<file path="src/rtl/cos_pkg.sv">
package cos_pkg;
  localparam int ADDR_W    = 3;
  localparam int BYTE_W    = 8;
  localparam logic [ADDR_W-1:0] HOLE_ADDR = 3'd3;
  localparam logic [ADDR_W-1:0] CTRL_ADDR = 3'd7;
  localparam int PEND_BIT  = 6;

  typedef struct packed {
    logic       hit;
    logic [2:0] idx;
  } grp_sel_t;

  // Map a register offset onto an input group, stepping over the hole.
  function automatic grp_sel_t addr_to_group(logic [ADDR_W-1:0] a);
    grp_sel_t s;
    s.hit = (a != HOLE_ADDR) && (a != CTRL_ADDR);
    s.idx = (a > HOLE_ADDR) ? a - 3'd1 : a;
    return s;
  endfunction
endpackage

</file>
<file path="src/rtl/cos_sync.sv">
module cos_sync #(
  parameter int W      = 48,
  parameter int STAGES = 2
) (
  input  logic         clk,
  input  logic         rst_n,
  input  logic [W-1:0] d,
  output logic [W-1:0] q
);
  logic [W-1:0] stage [STAGES];

  generate
    for (genvar s = 0; s < STAGES; s++) begin : g_stage
      always_ff @(posedge clk or negedge rst_n) begin
        if (!rst_n) stage[s] <= '0;
        else if (s == 0) stage[s] <= d;
        else stage[s] <= stage[(s == 0) ? 0 : s-1];
      end
    end
  endgenerate

  assign q = stage[STAGES-1];
endmodule

</file>
<file path="src/rtl/cos_change_det.sv">
module cos_change_det #(
  parameter int N_GROUPS = 6,
  parameter int GROUP_W  = 8,
  localparam int W       = N_GROUPS * GROUP_W
) (
  input  logic                clk,
  input  logic                rst_n,
  input  logic [W-1:0]        cur,
  output logic [N_GROUPS-1:0] chg
);
  logic [W-1:0] prev;

  always_ff @(posedge clk or negedge rst_n) begin
    if (!rst_n) prev <= '0;
    else        prev <= cur;
  end

  // Any line differing from the previous sample marks its group, both edge senses.
  generate
    for (genvar g = 0; g < N_GROUPS; g++) begin : g_grp
      assign chg[g] = |(cur[g*GROUP_W +: GROUP_W] ^ prev[g*GROUP_W +: GROUP_W]);
    end
  endgenerate
endmodule

</file>
<file path="src/rtl/cos_status.sv">
module cos_status #(
  parameter int N_GROUPS = 6
) (
  input  logic                clk,
  input  logic                rst_n,
  input  logic                arm_we,
  input  logic [N_GROUPS-1:0] arm_wdata,
  input  logic                clr,
  input  logic [N_GROUPS-1:0] chg,
  output logic [N_GROUPS-1:0] arm,
  output logic [N_GROUPS-1:0] flags,
  output logic                irq
);
  logic [N_GROUPS-1:0] arm_nxt;
  logic [N_GROUPS-1:0] keep;
  logic [N_GROUPS-1:0] set;

  always_comb begin
    arm_nxt = arm_we ? arm_wdata : arm;
    keep    = clr ? '0 : flags;
    set     = chg & arm;          // new events only from groups already armed
  end

  always_ff @(posedge clk or negedge rst_n) begin
    if (!rst_n) begin
      arm   <= '0;
      flags <= '0;
    end else begin
      arm   <= arm_nxt;
      flags <= (keep | set) & arm_nxt;   // set beats clear; disarm drops flags
    end
  end

  assign irq = |flags;
endmodule

</file>
<file path="src/rtl/cos_rd_mux.sv">
module cos_rd_mux
  import cos_pkg::*;
#(
  parameter int N_GROUPS = 6,
  parameter int GROUP_W  = 8,
  localparam int W       = N_GROUPS * GROUP_W
) (
  input  logic                clk,
  input  logic                rst_n,
  input  logic                rd_stb,
  input  logic [ADDR_W-1:0]   addr,
  input  logic [W-1:0]        lines,
  input  logic [N_GROUPS-1:0] flags,
  input  logic                irq,
  output logic [BYTE_W-1:0]   rdata
);
  logic [GROUP_W-1:0] grp_val [N_GROUPS];
  logic [BYTE_W-1:0]  rd_nxt;
  grp_sel_t           sel;

  generate
    for (genvar g = 0; g < N_GROUPS; g++) begin : g_split
      assign grp_val[g] = lines[g*GROUP_W +: GROUP_W];
    end
  endgenerate

  always_comb begin
    sel    = addr_to_group(addr);
    rd_nxt = '0;
    if (addr == CTRL_ADDR) begin
      rd_nxt[N_GROUPS-1:0] = flags;
      rd_nxt[PEND_BIT]     = ~irq;
    end else if (sel.hit && (int'(sel.idx) < N_GROUPS)) begin
      rd_nxt[GROUP_W-1:0] = grp_val[sel.idx];
    end
  end

  always_ff @(posedge clk or negedge rst_n) begin
    if (!rst_n)      rdata <= '0;
    else if (rd_stb) rdata <= rd_nxt;
  end
endmodule

</file>
<file path="src/rtl/cos_input_port.sv">
module cos_input_port
  import cos_pkg::*;
#(
  parameter int N_GROUPS    = 6,
  parameter int GROUP_W     = 8,
  parameter int SYNC_STAGES = 2,
  localparam int W          = N_GROUPS * GROUP_W
) (
  input  logic              clk,
  input  logic              rst_n,
  input  logic [2:0]        addr,
  input  logic              rd_stb,
  input  logic              wr_stb,
  input  logic [7:0]        wdata,
  output logic [7:0]        rdata,
  input  logic [W-1:0]      din,
  output logic              irq
);
  logic [W-1:0]        lines_s;
  logic [N_GROUPS-1:0] grp_chg;
  logic [N_GROUPS-1:0] cos_arm;
  logic [N_GROUPS-1:0] grp_flags;
  logic                ctrl_wr;
  logic                ctrl_rd;
  logic                unused_wbits;

  assign ctrl_wr      = wr_stb && (addr == CTRL_ADDR);
  assign ctrl_rd      = rd_stb && (addr == CTRL_ADDR);
  assign unused_wbits = ^wdata[7:N_GROUPS];

  cos_sync #(.W(W), .STAGES(SYNC_STAGES)) u_sync (
    .clk(clk), .rst_n(rst_n), .d(din), .q(lines_s)
  );

  cos_change_det #(.N_GROUPS(N_GROUPS), .GROUP_W(GROUP_W)) u_det (
    .clk(clk), .rst_n(rst_n), .cur(lines_s), .chg(grp_chg)
  );

  cos_status #(.N_GROUPS(N_GROUPS)) u_stat (
    .clk(clk), .rst_n(rst_n),
    .arm_we(ctrl_wr), .arm_wdata(wdata[N_GROUPS-1:0]),
    .clr(ctrl_rd), .chg(grp_chg),
    .arm(cos_arm), .flags(grp_flags), .irq(irq)
  );

  cos_rd_mux #(.N_GROUPS(N_GROUPS), .GROUP_W(GROUP_W)) u_rd (
    .clk(clk), .rst_n(rst_n), .rd_stb(rd_stb), .addr(addr),
    .lines(lines_s), .flags(grp_flags), .irq(irq), .rdata(rdata)
  );
endmodule

</file>
<file path="config.mk">
export PLATFORM = sky130hd
export DESIGN_NAME = cos_input_port
export DESIGN_NICKNAME = d
export VERILOG_FILES = /design/src/rtl/cos_pkg.sv /design/src/rtl/cos_sync.sv /design/src/rtl/cos_change_det.sv /design/src/rtl/cos_status.sv /design/src/rtl/cos_rd_mux.sv /design/src/rtl/cos_input_port.sv
export SDC_FILE = /design/constraint.sdc
export NUM_CORES = 1
export LEC_CHECK = 0
export BUFFER_PORTS_ARGS = -buffer_cell sky130_fd_sc_hd__buf_2
export CORE_ASPECT_RATIO = 0.5
export CORE_MARGIN = 2
export CORE_UTILIZATION = 45
export CTS_CLUSTER_DIAMETER = 200
export DETAILED_ROUTE_END_ITERATION = 8
export PLACE_DENSITY = 0.75
export SLEW_MARGIN = 30
export SYNTH_ARGS = -nofsm -noshare
export SYNTH_HDL_FRONTEND = slang
export SYNTH_HIERARCHICAL = 1
export SYNTH_SLANG_ARGS = --single-unit
</file>
<file path="constraint.sdc">
create_clock -name clk -period 1.6 [get_ports clk]
set_clock_uncertainty 0.15 [all_clocks]
set_input_delay 0.16 -clock clk [delete_from_list [all_inputs] [get_ports clk]]
set_output_delay 0.16 -clock clk [all_outputs]
set_load 0.05 [all_outputs]
</file>
== Word level (Yosys, flattened, before mapping) ==
Cells that the tools add are included.

* Register bits after elaboration: 164

* $add $sub $neg: 1
* $lt $le $gt $ge: 3
* Eq/ne operators: 3
* Muxes and demuxes: 9
* Bitwise operators: 11
* Reduce and logical (&&, ||, !) cells: 11

{| class="wikitable"
|+ Operators by type and width
! kind !! number
|-
| $reduce_or A8 Y1 || 6
|-
| $xor A8 B8 Y8 || 6
|-
| $bmux W8 S3 || 1
|-
| $mux W8 || 3
|-
| $and A6 B6 Y6 || 2
|-
| $mux W6 || 2
|-
| $mux W7 || 1
|-
| $or A6 B6 Y6 || 1
|-
| $reduce_or A6 Y1 || 1
|-
| $ge A4 B4 Y1 const B || 1
|-
| $logic_and A1 B1 Y1 || 4
|-
| $not A3 Y4 || 1
|-
| $eq A3 B3 Y1 const B || 1
|-
| $gt A3 B2 Y1 const B || 1
|-
| $lt A3 B3 Y1 const B || 1
|-
| $mux W3 || 1
|-
| $ne A3 B2 Y1 const B || 1
|-
| $ne A3 B3 Y1 const B || 1
|-
| $sub A3 B1 Y3 const B || 1
|-
| $mux W1 || 1
|-
| $not A1 Y1 || 1
|}

== Logic depth before layout (Yosys ltp) ==
Gate-level depths: netlist of the first run.

* Word-level depth: 8
* Gate-level depth with buffers: 9

== By module ==
The synthesis of the first run kept the hierarchy.

{| class="wikitable"
|+ Modules (own cells, without submodules)
! module !! times used !! cells each !! area an instance (µm²) !! sequential area each (µm²)
|-
| cos_sync || 1 || 144 || 2,762.6 || 2,402.3
|-
| cos_change_det || 1 || 114 || 1,719.1 || 1,201.2
|-
| cos_rd_mux || 1 || 120 || 996.0 || 200.2
|-
| cos_status || 1 || 42 || 543.0 || 300.3
|-
| cos_input_port || 1 || 2 || 17.5 || 0.0
|}

== Worst setup path after synthesis of the first run ==
No wires, ideal clock.

* Kind: input port to flip-flop
* From: input port addr[0]
* To: register u_rd.rdata[0]
* Setup time: 130 ps
* Arrival time: 1,566 ps
* Setup slack: -246 ps
* Stages on the path: 9
* Cell sequence: buf_6 -> inv_2 -> ha_1 -> nand3b_1 -> o211ai_2 -> buf_4 -> and3_1 -> a311oi_1 -> o31ai_1

* Word-level cells in the longest chain between the ends: 8
* Elaborated cells on any way between the ends: 15

{| class="wikitable"
|+ RTL lines
! what !! line !! text
|-
| start, declared || cos_input_port.sv:11 || <nowiki>input logic [2:0] addr,</nowiki>
|-
| $sub A3 B1 Y3 or $gt A3 B2 Y1 (tied branches) || cos_pkg.sv:17 || <nowiki>s.idx = (a > HOLE_ADDR) ? a - 3'd1 : a;</nowiki>
|-
| $mux W3 || cos_pkg.sv:17 ||
|-
| $not A3 Y4 (implied by the code) || cos_rd_mux.sv:34 || <nowiki>rd_nxt[GROUP_W-1:0] = grp_val[sel.idx];</nowiki>
|-
| $bmux W8 S3 || cos_rd_mux.sv:34 ||
|-
| $mux W8 (implied by the code) (2 in a row) || cos_rd_mux.sv:34 ||
|-
| $mux W8 || cos_rd_mux.sv:33 || <nowiki>end else if (sel.hit && (int'(sel.idx) < N_GROUPS)) begin</nowiki>
|-
| $mux W7 * || cos_rd_mux.sv:30 || <nowiki>if (addr == CTRL_ADDR) begin</nowiki>
|-
| end signal, assigned || cos_rd_mux.sv:40 || <nowiki>else if (rd_stb) rdata <= rd_nxt;</nowiki>
|-
| end, declared || cos_rd_mux.sv:15 || <nowiki>output logic [BYTE_W-1:0] rdata</nowiki>
|}

Mark *: on every way between the ends. The rest lies on a longest branch, timed or not. The select of a mux whose other input is x is not followed.
A chain may end at the register's enable or synchronous reset.

== Worst setup path in the final report of the first run ==
* From: register u_stat.flags[5]
* To: output port irq

* Word-level cells in the longest chain between the ends: 1

{| class="wikitable"
|+ RTL lines
! what !! line !! text
|-
| start, declared || cos_status.sv:11 || <nowiki>output logic [N_GROUPS-1:0] flags,</nowiki>
|-
| start signal, assigned || cos_status.sv:30 || <nowiki>flags <= (keep | set) & arm_nxt;</nowiki>
|-
| $reduce_or A6 Y1 || cos_status.sv:34 || <nowiki>assign irq = |flags;</nowiki>
|-
| end, declared || cos_input_port.sv:17 || <nowiki>output logic irq</nowiki>
|}

No other way between the ends.

==> results of run 1 <==
==> repair_timing <==
item / 4_1_cts / 5_1_grt
hold buffers: 56 / 0
gates resized for setup: 6 / 10
setup endpoints to repair: 3 / 10
endpoints found under the hold margin: 222 / 0
pin swaps: 4 / 3
buffers inserted: 3 / 2
==> stage by stage <==
step	hold WS [ns]	instances	cell area, sq um	setup TNS [ns]
2_1_floorplan	-0.286	422	6130	-0.0974
3_3_place_gp	-0.0852	656	6690	-3.12
3_5_place_dp	-0.0783	656	6690	-3.80
4_1_cts	0.0502	746	7910	-0.118
5_1_grt	0.0781	748	7970	-0.308
6_report	0.0470	748	7970	-0.153
==> sequential cells by signal, summed over array words and instances, names as in the netlist <==
signal,flops
u_det/prev,48
u_stat/arm,6
u_stat/flags,6
u_sync/stage,48
u_rd/rdata,8
u_sync/q,48
==> per-layer routing <==
metal,vias to the layer above,GRT usage,part of all wire
met2,82,0.295,0.48
met3,29,0.0425,0.046
li1,1697,-,-
met1,1822,0.251,0.45
met4,0,0.0830,0.024
met5,-,0,0
==> area by class of cell <==
class                   instances  area (sq um)
fillers                       969          4910
flip-flops and latches        164          4100
multi-input cells             197          1610
repair buffers                182          1410
clock buffers                  21           470
well taps                     170           213
clock inverters                10           146
inverters                       4          22.5
==> power groups by stage <==
stage,combinational [mW],sequential [mW],clock (mW)
CTS,1.16,4.64,4.25
global route,1.29,4.66,4.44
finish,1.19,4.64,4.17
floorplan,0.596,4.71,0
global placement,0.967,4.69,0
detailed placement,0.995,4.70,0
==> cell families (layout without fill, tap and decap cells) <==
group	after synthesis	after routing	synth area share
flip-flops	164	164	0.680
XOR/XNOR	48	48	0.0696
AO/OA/AOI/OAI	58	58	0.0734
multiplexers	17	17	0.0336
buffers and inverters	61	217	0.0727
AND/OR/NAND/NOR	72	72	0.0669
adder cells (fa/ha/maj)	2	2	0.00414
==> cells in the final DEF, fill, tap and decap left out, types with 8 or more instances in the layout <==
master	n
nand2_1	24
buf_2	66
xor2_1	48
clkbuf_16	17
buf_4	51
nor4_1	11
dlygate4sd3_1	56
o21ai_0	8
dfrtp_1	164
nand2b_1	8
==> worst paths after layout <==
check | from | to | cells past startpoint
setup / recovery | u_stat/flags[5] | irq | 3
hold / removal | rst_n | u_sync/q[8] | 2
setup reg to reg | u_det/prev[34] | u_stat/flags[4] | 5
hold reg to reg | u_sync/stage[66] | u_sync/q[18] | 0
max in group asynchronous | rst_n | u_det/prev[18] | 3
min in group clk | rd_stb | u_rd/rdata[6] | 4
==> flow_summary.json, run 1 <==
{
  "hold_viol": 0,
  "cts_inserted_buffers": 17,
  "yosysWarnings": 6,
  "syn-instance-count": 422,
  "r2r_setup_slack_ns": 0.03,
  "synth_commonest_cells": "dfrtp_1 (164), buf_4 (49), xor2_1 (48), nand2_1 (25), nor4_1 (14)",
  "vias_per_cell": 4.85,
  "drive_gt1_frac": 0.330,
  "path_delay_family": "flip-flops",
  "required_ns": 1.29,
  "grt_max_degree": 56,
  "worstSkewPairLatency_ns": 0.42,
  "numPortBuffers": 69,
  "p_clk_frac": 0.418,
  "crit_path_end_kind": "primary output",
  "p_per_area_nw_per_um2": 1250,
  "clock-sinks": 164,
  "ir_drop_mv": 0.742,
  "wl_per_cell_microns": 16.5,
  "grt_use_total": 0.186,
  "fin_util": 0.619,
  "worstPathCellList": "nor4_2, nand2_2, buf_8",
  "fin_nets": 631,
  "max_slew_margin": 0.715,
  "crit_arrival_ns": 1.44,
  "power.share.combinational": 0.119,
  "violations": "negative setup slack",
  "hold_path.class": "input pin to asynchronous set/reset pin",
  "hpwl_microns": 8350,
  "ys_seq_elements": 164,
  "worst_slack_ns": -0.153,
  "core_region_area_sq_um": 12900,
  "startpoint_type": "register",
  "netSwitchingPower_mw": 2.40,
  "vias": 3630,
  "gp_congestion": 0.881,
  "die-area_sq_um": 14400,
  "cts_tree": "done",
  "synth_top_area_share": 0.680,
  "fin_crit_sh": 1.10,
  "netSwitchingFraction": 0.240,
  "ys_types": 50,
  "syn_area_sq_um": 6040,
  "grt_setup_unrepaired": "yes",
  "drc_errors": 0,
  "synth.largest_area_cell": "dfrtp_1",
  "die_w_microns": 168,
  "finalMaxSlewViolations": 0,
  "fmax_ghz": 0.570,
  "grt_pass1_vias": 3917,
  "worstPathMaxFanout": 3,
  "wl_microns": 12300,
  "clkTransAtPathRegs_ns": 0.06,
  "slowest_delay_ns": 0.43,
  "worstMarginPinSlew_ns": 0.425,
  "diodes": 0,
  "p_int_mw": 7.60,
  "finalSetupViolations": 1,
  "drt_iter0_drc": 264,
  "ys_async_sr_fraction": 1.00,
  "fin_crit_ns": 1.75,
  "crit_type": "register to primary output",
  "finalPower_mw": 10.0,
  "rows": 29,
  "ioPinCount": 72,
  "yosysMostFrequentCell": "dfrtp_1",
  "dr.pass1.iters": 5,
  "ys_seq_area_frac": 0.680,
  "ys.flop_type": "dfrtp_1",
  "p_leak_nw": 3.63,
  "start_util": 0.469,
  "antenna_found_initial": 0,
  "grt_pass1_wl_microns": 20200,
  "cts_buffer_depth": 2,
  "root_buffer": "clkbuf_16",
  "syn_avg_cell_area_sq_um": 14.3,
  "crit_slowest_cell": "dfrtp_1",
  "die_h_microns": 85.9,
  "syn_nets": 487,
  "post-place-ws_ns": -0.452,
  "overflow": 0,
  "outcome": "finished, violations left",
  "ant_nets": 0,
  "sequentialPowerShare": 0.464,
  "htreeDepth": 4,
  "crit_buf_inv": 1,
  "area_growth_pct": 32.1,
  "synth_area_leaders": "dfrtp_1 (68%), xor2_1 (7.0%), buf_4 (6.1%)",
  "drv_cap": 0,
  "synth-edff-count": 0
}
Note: power is estimated with default switching activity, not from simulation.
==> run 2, diff against run 1 <==
- ABC_AREA: not set -> 1
==> run 2 against run 1 <==
  * The run now ends clean
  * Clock power is 5.5% lower
  * Sequential share of layout area increased by 0.69 points
  * Die area increased by 4.8%
  * Worst hold slack better by 0.0077 ns
  * Register-to-register slack improved by 0.15 ns
  * Critical path type unchanged
  * Core utilization shrank 4.3 points
  * Fmax increased by 13%
  * Via count is 17% higher
  * Critical endpoint unchanged
  * Sequential power fell by 0.9%
  * Non-clock buffer count is 37 lower
==> flow_summary.json, run 2 <==
{
  "antenna_found_initial": 0,
  "die-area_sq_um": 15100,
  "fmax_ghz": 0.643,
  "yosys.area_share.adder": 0.00395,
  "start_util": 0.464,
  "hpwl_microns": 8370,
  "gp_congestion": 0.832,
  "worst_slack_ns": 0.0441,
  "worstPathCellList": "nor2_1, nand3_1, buf_6",
  "p_leak_nw": 4.02,
  "fin_nets": 794,
  "post-place-ws_ns": -0.169,
  "crit_arrival_ns": 1.25,
  "holdWs_ns": 0.0547,
  "syn-instance-count": 622,
  "cts_buffer_depth": 2,
  "diodes": 0,
  "crit_type": "register to primary output",
  "drv_cap": 0,
  "wl_microns": 12700,
  "synth.largest_area_cell": "dfrtp_1",
  "numPortBuffers": 69,
  "ys_seq_area_frac": 0.648,
  "drc_errors": 0,
  "ir_drop_mv": 0.720,
  "cts_tree": "done",
  "multiInputGateArea_sq_um": 1510,
  "die_w_microns": 172,
  "yosysWarnings": 6,
  "fin_crit_ns": 1.56,
  "finalMaxSlewViolations": 0,
  "final_cell_area_sq_um": 7870,
  "syn_area_sq_um": 6340,
  "final_cell_mix": "nand2_1 (185), dfrtp_1 (164), inv_1 (77)",
  "final_common_cell": "nand2_1",
  "synth-compound-area-share": 0.0146,
  "vias_per_cell": 4.57,
  "crit_path_end_kind": "primary output",
  "hold_path.class": "input pin to register",
  "vias": 4264,
  "cts_inserted_buffers": 17,
  "path_delay_family": "flip-flops",
  "crit_buf_inv": 1,
  "outcome": "complete, no violations",
  "fin_util": 0.576,
  "ioPinCount": 72,
  "drt_iter0_drc": 316,
  "grt_use_total": 0.183,
  "fillers": 1130,
  "worstMarginPinSlew_ns": 0.408,
  "syn_avg_cell_area_sq_um": 10.2,
  "ys_seq_elements": 164,
  "synth_commonest_cells": "nand2_1 (185), dfrtp_1 (164), inv_1 (77), buf_4 (50), nand3_1 (45)",
  "clock-sinks": 164,
  "startpoint_type": "register",
  "core_region_area_sq_um": 13700,
  "worstPathMaxFanout": 3,
  "area_growth_pct": 24.2,
  "worstSkewPairLatency_ns": 0.42,
  "overflow": 0,
  "synthMuxAreaShare": 0,
  "required_ns": 1.29,
  "wl_per_cell_microns": 13.6,
  "grt_pass1_vias": 4300,
  "yosys.area_share.simple": 0.177,
  "crit_slowest_cell": "dfrtp_1",
  "ys.flop_type": "dfrtp_1",
  "fin_crit_sh": 0.972,
  "dr.pass1.iters": 6,
  "clkTransAtPathRegs_ns": 0.07,
  "synth_top_family_by_area": "simple AND/OR/NAND/NOR gates",
  "yosysMostFrequentCell": "nand2_1",
  "dpl_cell_area_sq_um": 6700,
  "rows": 30,
  "root_buffer": "clkbuf_16",
  "htreeDepth": 4,
  "synth_xor_area_frac": 0.0428,
  "slowest_delay_ns": 0.40,
  "synth_top_area_share": 0.648,
  "synth-edff-count": 0,
  "hold_viol": 0,
  "ant_nets": 0,
  "p_per_area_nw_per_um2": 1240,
  "syn_nets": 687,
  "grt_pass1_wl_microns": 20600,
  "grt_setup_unrepaired": "yes",
  "seqCellArea_sq_um": 4100,
  "grt_max_degree": 43,
  "ys_types": 20,
  "max_slew_margin": 0.728,
  "ys_async_sr_fraction": 1.00,
  "die_h_microns": 87.9,
  "drive_gt1_frac": 0.181,
  "finalSetupViolations": 0,
  "synth_area_leaders": "dfrtp_1 (65%), nand2_1 (11%), buf_4 (5.9%)"
}
[run 2: cell types whose count changed after synthesis, moves of 8 or more]
cell and delta:
nand2b_1 -8, nand3_1 +45, xor2_1 -48, inv_1 +74, nand2_1 +160, xnor2_1 +31
nor2_1 +28, nor4_1 -14
[run 2: final cells by class]
class / count / share of cell area
sequential: 164 / 0.522
multi-input combinational: 321 / 0.192
timing repair buffer: 145 / 0.144
clock buffer: 19 / 0.0563
inverter: 80 / 0.0385
tap: 192 / 0.0305
clock inverter: 13 / 0.0176
[run 2: cells by family (layout without fill, tap and decap cells)]
group / after synthesis / count (layout)
AND/OR/NAND/NOR: 270 / 270
flip-flops: 164 / 164
buffers and inverters: 137 / 257
XOR/XNOR: 31 / 31
AO/OA/AOI/OAI: 18 / 18
adder cells (fa/ha/maj): 2 / 2
[run 2: routing by layer]
layer  GRT usage  wire length (microns)  up-vias  part of all wire
met4      0.0710                    295        0             0.023
li1            -                      -     2039                 -
met3      0.0488                    762       32             0.060
met2       0.307                   6220      156              0.49
met5           0                      0        -                 0
met1       0.231                   5430     2037              0.43
[run 2: stage by stage]
stage	cells	TNS [ns]	power, mW
after floorplan	622	0	5.36
after global placement	843	-0.595	5.64
after detailed placement	843	-1.21	5.69
after CTS	931	0	9.77
after global routing	934	-0.00847	10.1
final	934	0	9.72
[run 2: worst paths after layout]
check	from	end	slack (ns)	depth (start not counted)
worst max-delay path	u_stat/flags[1]	irq	0.04	3
worst min-delay path	wr_stb	u_stat/arm[4]	0.05	6
worst max register to register	u_sync/q[29]	u_stat/flags[3]	0.18	10
worst min register to register	u_sync/stage[60]	u_sync/q[12]	0.20	0
max in group asynchronous	rst_n	u_sync/q[10]	0.69	3
min in group asynchronous	rst_n	u_sync/stage[78]	0.08	2
[run 2: power breakdown]
| part | total, mW | switching [mW] | internal [mW] |
|---|---|---|---|
| Sequential | 4.60 | 0.180 | 4.42 |
| Combinational | 1.18 | 0.697 | 0.481 |
| Clock | 3.94 | 1.70 | 2.24 |
| Total | 9.72 | 2.58 | 7.14 |
[run 2: worst min-delay path: stages]
cell and delay [ns]:
buf_2 0.10, inv_1 0.04, nor2_1 0.05, inv_2 0.11, nand2_1 0.08, nand2_2 0.06
[run 2: what timing repair did]
action	4_1_cts	5_1_grt
endpoints found under the setup margin	1	1
hold buffers	56	0
gates resized for setup	1	1
setup buffers	0	3
hold endpoints to repair	231	0
pin swaps	0	3
